<file path="src/rtl/phyctl_pkg.sv">
package phyctl_pkg;

    localparam int unsigned WORD_W  = 16;
    localparam int unsigned FIELD_W = 9;
    localparam int unsigned RSVD_W  = WORD_W - FIELD_W;
    localparam logic [WORD_W-1:0] WORD_DEFAULT = 16'h3100;

    // Field order follows the bit order of the word, bit 15 first.
    typedef struct packed {
        logic soft_rst;
        logic loopback;
        logic speed_100;
        logic aneg_en;
        logic power_down;
        logic isolate;
        logic aneg_restart;
        logic full_duplex;
        logic col_test;
    } ctl_t;

    function automatic ctl_t fields_of(input logic [FIELD_W-1:0] hi);
        fields_of = ctl_t'(hi);
    endfunction

    function automatic logic [WORD_W-1:0] word_of(input ctl_t c);
        word_of = {c, {RSVD_W{1'b0}}};
    endfunction

    localparam ctl_t CTL_DEFAULT = ctl_t'(WORD_DEFAULT[WORD_W-1:RSVD_W]);

endpackage

</file>
<file path="src/rtl/phyctl_fields.sv">
module phyctl_fields
    import phyctl_pkg::*;
(
    input  logic               clk,
    input  logic               rst,
    input  logic               wr_en,
    input  logic [FIELD_W-1:0] wr_hi,
    input  logic               done_in,
    input  logic               ack_in,
    output ctl_t               ctl_q,
    output logic               restart_pulse
);

    ctl_t ctl_nxt;

    always_comb begin
        ctl_nxt = ctl_q;
        if (done_in && ctl_q.soft_rst) begin
            ctl_nxt = CTL_DEFAULT;
        end
        if (ack_in && ctl_q.aneg_restart) begin
            ctl_nxt.aneg_restart = 1'b0;
        end
        if (wr_en) begin
            ctl_nxt = fields_of(wr_hi);
        end
    end

    always_ff @(posedge clk) begin
        if (rst) begin
            ctl_q         <= CTL_DEFAULT;
            restart_pulse <= 1'b0;
        end else begin
            ctl_q         <= ctl_nxt;
            restart_pulse <= wr_en && fields_of(wr_hi).aneg_restart;
        end
    end

endmodule

</file>
<file path="src/rtl/phyctl_gate.sv">
module phyctl_gate #(
    parameter int unsigned DATA_W = 4
) (
    input  logic              loopback,
    input  logic              power_down,
    input  logic              isolate,
    input  logic [DATA_W-1:0] tx_in_data,
    input  logic              tx_in_valid,
    input  logic [DATA_W-1:0] rx_line_data,
    input  logic              rx_line_valid,
    output logic [DATA_W-1:0] tx_line_data,
    output logic              tx_line_valid,
    output logic [DATA_W-1:0] rx_out_data,
    output logic              rx_out_valid
);

    logic idle;
    assign idle = power_down || isolate;

    always_comb begin
        if (idle) begin
            tx_line_data  = '0;
            tx_line_valid = 1'b0;
            rx_out_data   = '0;
            rx_out_valid  = 1'b0;
        end else if (loopback) begin
            tx_line_data  = '0;
            tx_line_valid = 1'b0;
            rx_out_data   = tx_in_data;
            rx_out_valid  = tx_in_valid;
        end else begin
            tx_line_data  = tx_in_data;
            tx_line_valid = tx_in_valid;
            rx_out_data   = rx_line_data;
            rx_out_valid  = rx_line_valid;
        end
    end

endmodule

</file>
<file path="src/rtl/phy_ctrl_reg.sv">
module phy_ctrl_reg
    import phyctl_pkg::*;
#(
    parameter int unsigned DATA_W = 4
) (
    input  logic              clk,
    input  logic              rst,
    input  logic              reg_wr,
    input  logic [15:0]       reg_wdata,
    output logic [15:0]       reg_rdata,
    input  logic              rst_done,
    input  logic              aneg_ack,
    output logic              ctl_soft_rst_req,
    output logic              ctl_loopback,
    output logic              ctl_speed_100,
    output logic              ctl_aneg_en,
    output logic              ctl_power_down,
    output logic              ctl_isolate,
    output logic              ctl_aneg_restart,
    output logic              ctl_full_duplex,
    output logic              ctl_col_test,
    input  logic [DATA_W-1:0] tx_in_data,
    input  logic              tx_in_valid,
    output logic [DATA_W-1:0] tx_line_data,
    output logic              tx_line_valid,
    input  logic [DATA_W-1:0] rx_line_data,
    input  logic              rx_line_valid,
    output logic [DATA_W-1:0] rx_out_data,
    output logic              rx_out_valid
);

    ctl_t ctl;
    logic unused_wr_lo;

    assign unused_wr_lo = ^reg_wdata[RSVD_W-1:0];

    phyctl_fields u_fields (
        .clk           (clk),
        .rst           (rst),
        .wr_en         (reg_wr),
        .wr_hi         (reg_wdata[WORD_W-1:RSVD_W]),
        .done_in       (rst_done),
        .ack_in        (aneg_ack),
        .ctl_q         (ctl),
        .restart_pulse (ctl_aneg_restart)
    );

    assign reg_rdata        = word_of(ctl);
    assign ctl_soft_rst_req = ctl.soft_rst;
    assign ctl_loopback     = ctl.loopback;
    assign ctl_speed_100    = ctl.speed_100;
    assign ctl_aneg_en      = ctl.aneg_en;
    assign ctl_power_down   = ctl.power_down;
    assign ctl_isolate      = ctl.isolate;
    assign ctl_full_duplex  = ctl.full_duplex;
    assign ctl_col_test     = ctl.col_test;

    phyctl_gate #(.DATA_W(DATA_W)) u_gate (
        .loopback      (ctl.loopback),
        .power_down    (ctl.power_down),
        .isolate       (ctl.isolate),
        .tx_in_data    (tx_in_data),
        .tx_in_valid   (tx_in_valid),
        .rx_line_data  (rx_line_data),
        .rx_line_valid (rx_line_valid),
        .tx_line_data  (tx_line_data),
        .tx_line_valid (tx_line_valid),
        .rx_out_data   (rx_out_data),
        .rx_out_valid  (rx_out_valid)
    );

endmodule

</file>
<file path="config.mk">
export PLATFORM = sky130hd
export DESIGN_NAME = phy_ctrl_reg
export DESIGN_NICKNAME = d
export VERILOG_FILES = /design/src/rtl/phyctl_pkg.sv /design/src/rtl/phyctl_fields.sv /design/src/rtl/phyctl_gate.sv /design/src/rtl/phy_ctrl_reg.sv
export SDC_FILE = /design/constraint.sdc
export NUM_CORES = 1
export LEC_CHECK = 0
export BUFFER_PORTS_ARGS = -buffer_cell sky130_fd_sc_hd__buf_2
export CAP_MARGIN = 30
export CORE_MARGIN = 2
export CORE_UTILIZATION = 33
export DETAILED_ROUTE_END_ITERATION = 7
export MAX_ROUTING_LAYER = met4
export PLACE_DENSITY = 0.83
export SYNTH_ARGS = -nofsm -noshare
export SYNTH_HDL_FRONTEND = slang
export SYNTH_SLANG_ARGS = --single-unit
</file>
<file path="constraint.sdc">
create_clock -name clk -period 1.12 [get_ports clk]
set_clock_uncertainty 0.05 [all_clocks]
set_input_delay 0.056 -clock clk [delete_from_list [all_inputs] [get_ports clk]]
set_output_delay 0.056 -clock clk [all_outputs]
set_load 0.05 [all_outputs]
</file>
==> impl_results.md, run 1 <==
* P_leak at 0.000523 µW
* Overall power at 1310 µW
* Seq cells post-synth at 10
* Std-Cell Rows at 15
* Final Max Slew Viols at 0
* Register area at 210 µm²
* Crit path DAT at 1.24 ns
* Wire length on met3 at 117 µm
* Share of cells above drive strength 1 at 65.3%
* Placed Instance Area at 871 µm²
* First-pass GRT wire length at 2570 µm
* ANT cells at 0
* Final hold vios at 0
* Worst Hold Launch: reg_wdata[7]
* Max cap viols at 0
* Clock Pin Slew Worst Setup and Hold Paths at 0.06 ns
* CTS max path bufs at 2
* Most frequent cells in the layout: 36 x buf_2, 9 x buf_4, 7 x conb_1, 7 x dlygate4sd3_1, 7 x buf_8
* Critical path class: register to primary output
* Fin crit share at 120%
* CP max FO at 8
* Root buf cell: clkbuf_4
* Final WS setup at -0.225 ns
* Initial antenna violation count at 0
* Buffers added on ports at 51
* Fmax at 744 MHz
* Peak VDD IR at 0.548 mV
* Post-DRT Antenna Nets at 0
* Largest net degree at the start of global routing at 13
* Die area at 2180 µm²
* Vias in the first global route at 615
* Failing checks: negative setup slack
* Uppermost layer routed: met4
* Iteration-0 DRC Markers at 4
* Clock Latency Late Sink at 0.25 ns
* Clock sink total at 10
* Setup crit start: u_fields.ctl_q[7]
* Final core occ at 62.8%
* GPL Wtd Cong at 0.718
* IO Pins at 66
* Metal1 wirelength at 628 µm
* Sequential area share after synthesis at 33.3%
* Tmin final at 1.34 ns
* Layout area overhead at 80.0%
* Setup violators final at 10
* CORE AREA at 1730 µm²
* Avg Inst Size Synth at 8.98 µm²
* Total number of vias at 656
* RR Startpoint: u_fields.ctl_q[8]
* WL final at 1840 µm
* Total track usage at 17.6%
* Synth warn at 0
* # H-tree levels at 1
* Die H at 46.7 µm
* RSZ-0062 raised after global routing: true
* First-pass DRT Iterations at 3
* Remaining Overflow, GRT at 0
* Drt wl/cell at 12.6 µm
* Mapped Cells at 67
* Commonest non-fill, non-tap cell in the layout: buf_2
* Area of the multi-input gates at 370 µm²
* Crit start category: register
* Chip width at 46.7 µm
* Post-DP HPWL at 1250 µm
* DRC errors left at 0
* Cell Area, Synth at 602 µm²
* Routed length on met2 at 1080 µm
* Post-synth cell types at 24
* Status: finished with violations
* Worst Hold Class: input port to register
* Fill count at 149
* CTS tree: yes
* Nets at 153
* Drt via density at 4.49
* WP data required at 1.01 ns
* Post-route cell area at 1080 µm²
* Critical path capture point type: primary output
* CTS Buf Count at 3
* Pwr dens at 1210 nW/µm²
* Starting Density at 34.9%
==> cells by family (layout without fill, tap and decap cells) <==
logic type,count (synthesis),after routing,share of synthesized area [%]
mux,5,5,8.32
flops,10,10,33.3
compound gates,11,11,15.0
other cells,1,7,0.623
simple gates,22,22,20.8
buf+inv,18,66,22.0
==> per-layer routing <==
metal  global-route usage [%]  vias up
li1                         -      317
met3                     1.57        2
met4                     10.0        0
met2                     35.3       35
met1                     15.6      302
met5                        -        -
==> where the power goes <==
group          leakage, µW  total, µW  internal [µW]  switching (µW)
clock            0.0000150        248            137             111
sequential       0.0000846        399            375            24.3
combinational     0.000424        666            237             429
total             0.000523       1310            749             564
==> sequential cells by signal (all words and copies together) (netlist names) <==
register	flops
u_fields.ctl_q	9
u_fields.restart_pulse	1
==> through the flow <==
stage,setup slack [ns],setup TNS [ns],std cells,hold slack [ns]
after global placement,0.00990,0,134,0.223
final,-0.225,-1.99,146,0.0168
after detailed placement,-0.0123,-0.0412,134,0.228
after global routing,-0.274,-2.54,146,0.0425
after floorplan,-0.00223,-0.0112,73,0.128
after CTS,-0.235,-2.13,146,0.00997
==> final cells by class <==
type,count,share of cell area [%]
inverters,1,0.346
well taps,25,2.89
flip-flops and latches,10,19.4
repair buffers,61,40.8
clock buffers,4,2.42
multi-input cells,45,34.2
==> cell usage after synthesis <==
cell type	instances	area (µm²)
a211oi_1	1	7.51
a21o_2	1	8.76
a21oi_1	1	5.00
a22o_1	2	17.5
a32o_1	1	10.0
and2_1	6	37.5
and2b_2	1	8.76
buf_2	1	5.00
buf_4	15	113
buf_6	1	11.3
conb_1	1	3.75
dfxtp_1	10	200
inv_1	1	3.75
mux2i_1	5	50.1
nand2_1	3	11.3
nand2b_1	2	12.5
nor2_1	5	18.8
nor3_1	1	5.00
o22ai_1	2	12.5
o31a_1	1	8.76
o32a_1	2	20.0
or2_1	1	6.26
or2b_1	1	7.51
or3b_1	2	17.5
==> path summary, 6_finish.rpt <==
path	end	slack, ns	cells past startpoint
setup / recovery	rx_out_valid	-0.22	3
hold reg to reg	u_fields.ctl_q[2]	0.46	1
hold / removal	u_fields.ctl_q[0]	0.02	3
setup reg to reg	u_fields.ctl_q[5]	0.10	2
==> timing repair <==
action / in CTS / in global routing
cloned: 0 / 0
pin swaps: 4 / 2
setup endpoints to repair: 12 / 12
gates resized for setup: 27 / 7
buffers inserted: 1 / 0
hold endpoints to repair: 8 / 0
hold buffers: 7 / 0
==> critical path: stages (launching register included) <==
cell,delay [ns]
dfxtp_4,0.44
mux2i_1,0.30
nor2_4,0.06
buf_4,0.19
Note: power is estimated with default switching activity, not from simulation.
==> run 2: changes to the inputs <==
--- a/config.mk
+++ b/config.mk
@@ -11,7 +11,7 @@
 export CORE_UTILIZATION = 33
 export DETAILED_ROUTE_END_ITERATION = 7
 export MAX_ROUTING_LAYER = met4
-export PLACE_DENSITY = 0.83
+export PLACE_DENSITY = 0.78
 export SYNTH_ARGS = -nofsm -noshare
 export SYNTH_HDL_FRONTEND = slang
 export SYNTH_SLANG_ARGS = --single-unit
==> impl_results.md, run 2 (synthesis gave the netlist of run 1 again) <==
* Fill count at 140
* Tmin final at 1.34 ns
* P_leak at 0.000543 µW
* CORE AREA at 1730 µm²
* Root buf cell: clkbuf_4
* Fmax at 744 MHz
* CTS max path bufs at 2
* Final Max Slew Viols at 0
* First-pass DRT Iterations at 2
* Max FFs per register at 9
* First-pass GRT wire length at 2610 µm
* Bufs and invs on worst path at 1
* RSZ-0062 raised after global routing: true
* Most frequent cells in the layout: 35 x buf_2, 7 x conb_1, 7 x dlygate4sd3_1, 7 x buf_8
* Largest regs: u_fields.ctl_q x9, u_fields.restart_pulse x1
* Register area at 210 µm²
* Clock sink total at 10
* Non-filler cells, final at 147
* Cells after DPL at 134
* Fin crit share at 120%
* Buffers added on ports at 51
* Remaining Overflow, GRT at 0
* Post-DP HPWL at 1170 µm
* Clock Latency Late Sink at 0.26 ns
* Starting Density at 34.9%
* WP data required at 1.01 ns
* CTS Buf Count at 3
* Overall power at 1380 µW
* Crit start category: register
* CTS tree: yes
* Setup violators final at 10
* R2r setup slk at 0.11 ns
* Crit path DAT at 1.24 ns
* Worst path cell trace: or2_4 > nor2_4 > buf_8
* Commonest non-fill, non-tap cell in the layout: buf_2
* Final core occ at 67.9%
* Layout area overhead at 94.8%
* Total number of vias at 644
* Iteration-0 DRC Markers at 3
* Nets at 154
* Peak VDD IR at 0.738 mV
* IO Pins at 66
* ANT cells at 0
* Std-Cell Rows at 15
* Critical path capture point type: primary output
* Post-route cell area at 1170 µm²
* Final WS setup at -0.224 ns
* Final hold vios at 0
* Chip width at 46.7 µm
* WL final at 1810 µm
* Die area at 2180 µm²
* # H-tree levels at 1
* Largest net degree at the start of global routing at 13
* Area of the multi-input gates at 418 µm²
* GPL Wtd Cong at 0.690
* CP max FO at 5
* Drt via density at 4.38
* Die H at 46.7 µm
* Total track usage at 18.6%
* Initial antenna violation count at 0
* Worst Hold Class: input port to register
* Placed Instance Area at 871 µm²
* CP max-delay cell: dfxtp_4
* Crit path largest cell delay at 0.36 ns
* Status: finished with violations
* Critical path class: register to primary output
* Register with the most flip-flops: u_fields.ctl_q
* Vias in the first global route at 610
* Share of cells above drive strength 1 at 66.4%
* Failing checks: negative setup slack
* Clock Pin Slew Worst Setup and Hold Paths at 0.07 ns
* DRC errors left at 0
* Pwr dens at 1170 nW/µm²
* Cell family with most CP delay: simple AND/OR/NAND/NOR gates
* Drt wl/cell at 12.3 µm
* Max cap viols at 0
* Post-DRT Antenna Nets at 0
## run 2: cell count changes in the layout (fill, tap and decap cells not counted), sizes merged
cell,delta
buf,+2
clkbuf,-1
## run 2: stage by stage
| step | setup TNS, ns | hold slack, ns | setup slack (ns) |
|---|---|---|---|
| global placement | 0 | 0.223 | 0.00267 |
| floorplan | -0.0112 | 0.128 | -0.00223 |
| global route | -2.75 | 0.0263 | -0.291 |
| finish | -1.97 | 0.0221 | -0.224 |
| CTS | -2.14 | 0.0146 | -0.218 |
| detailed placement | -0.0120 | 0.227 | -0.00725 |
## run 2: area by class of cell
| type | count | share of cell area (%) |
|---|---|---|
| clock buffer | 4 | 2.24 |
| inverter | 1 | 0.320 |
| multi-input combinational | 45 | 35.6 |
| sequential | 10 | 17.9 |
| tap | 25 | 2.67 |
| timing repair buffer | 62 | 41.2 |
## run 2: worst reg2reg max path, delay by kind of cell, from the launching register on
kind	cells	cell delay (ns)
compound gates	2	0.52
flops	1	0.34
## run 2: path summary, 6_finish.rpt
path,from,endpoint,depth (start not counted)
setup / recovery,u_fields.ctl_q[3],rx_out_data[0],3
hold / removal,reg_wdata[7],u_fields.ctl_q[0],3
setup reg to reg,u_fields.ctl_q[8],u_fields.ctl_q[6],2
hold reg to reg,u_fields.ctl_q[2],u_fields.ctl_q[2],1
## run 2: layer usage
layer / vias to the layer above / wire length (µm) / track usage (%)
met1: 291 / 614 / 14.8
li1: 320 / - / -
met2: 31 / 1070 / 37.8
met4: 0 / 14 / 11.7
met5: - / 0 / -
met3: 2 / 108 / 2.75
## run 2: repair_timing
item                       in CTS  in global routing
hold endpoints to repair        8                  0
buffers inserted                2                  0
gates resized for setup        44                  4
pin swaps                       7                  4
hold buffers                    7                  0
setup endpoints to repair      14                 12
## run 2: power breakdown
| part | internal (µW) | switching, µW |
|---|---|---|
| Clock | 137 | 120 |
| Sequential | 375 | 17.3 |
| Combinational | 274 | 453 |
| Total | 786 | 590 |
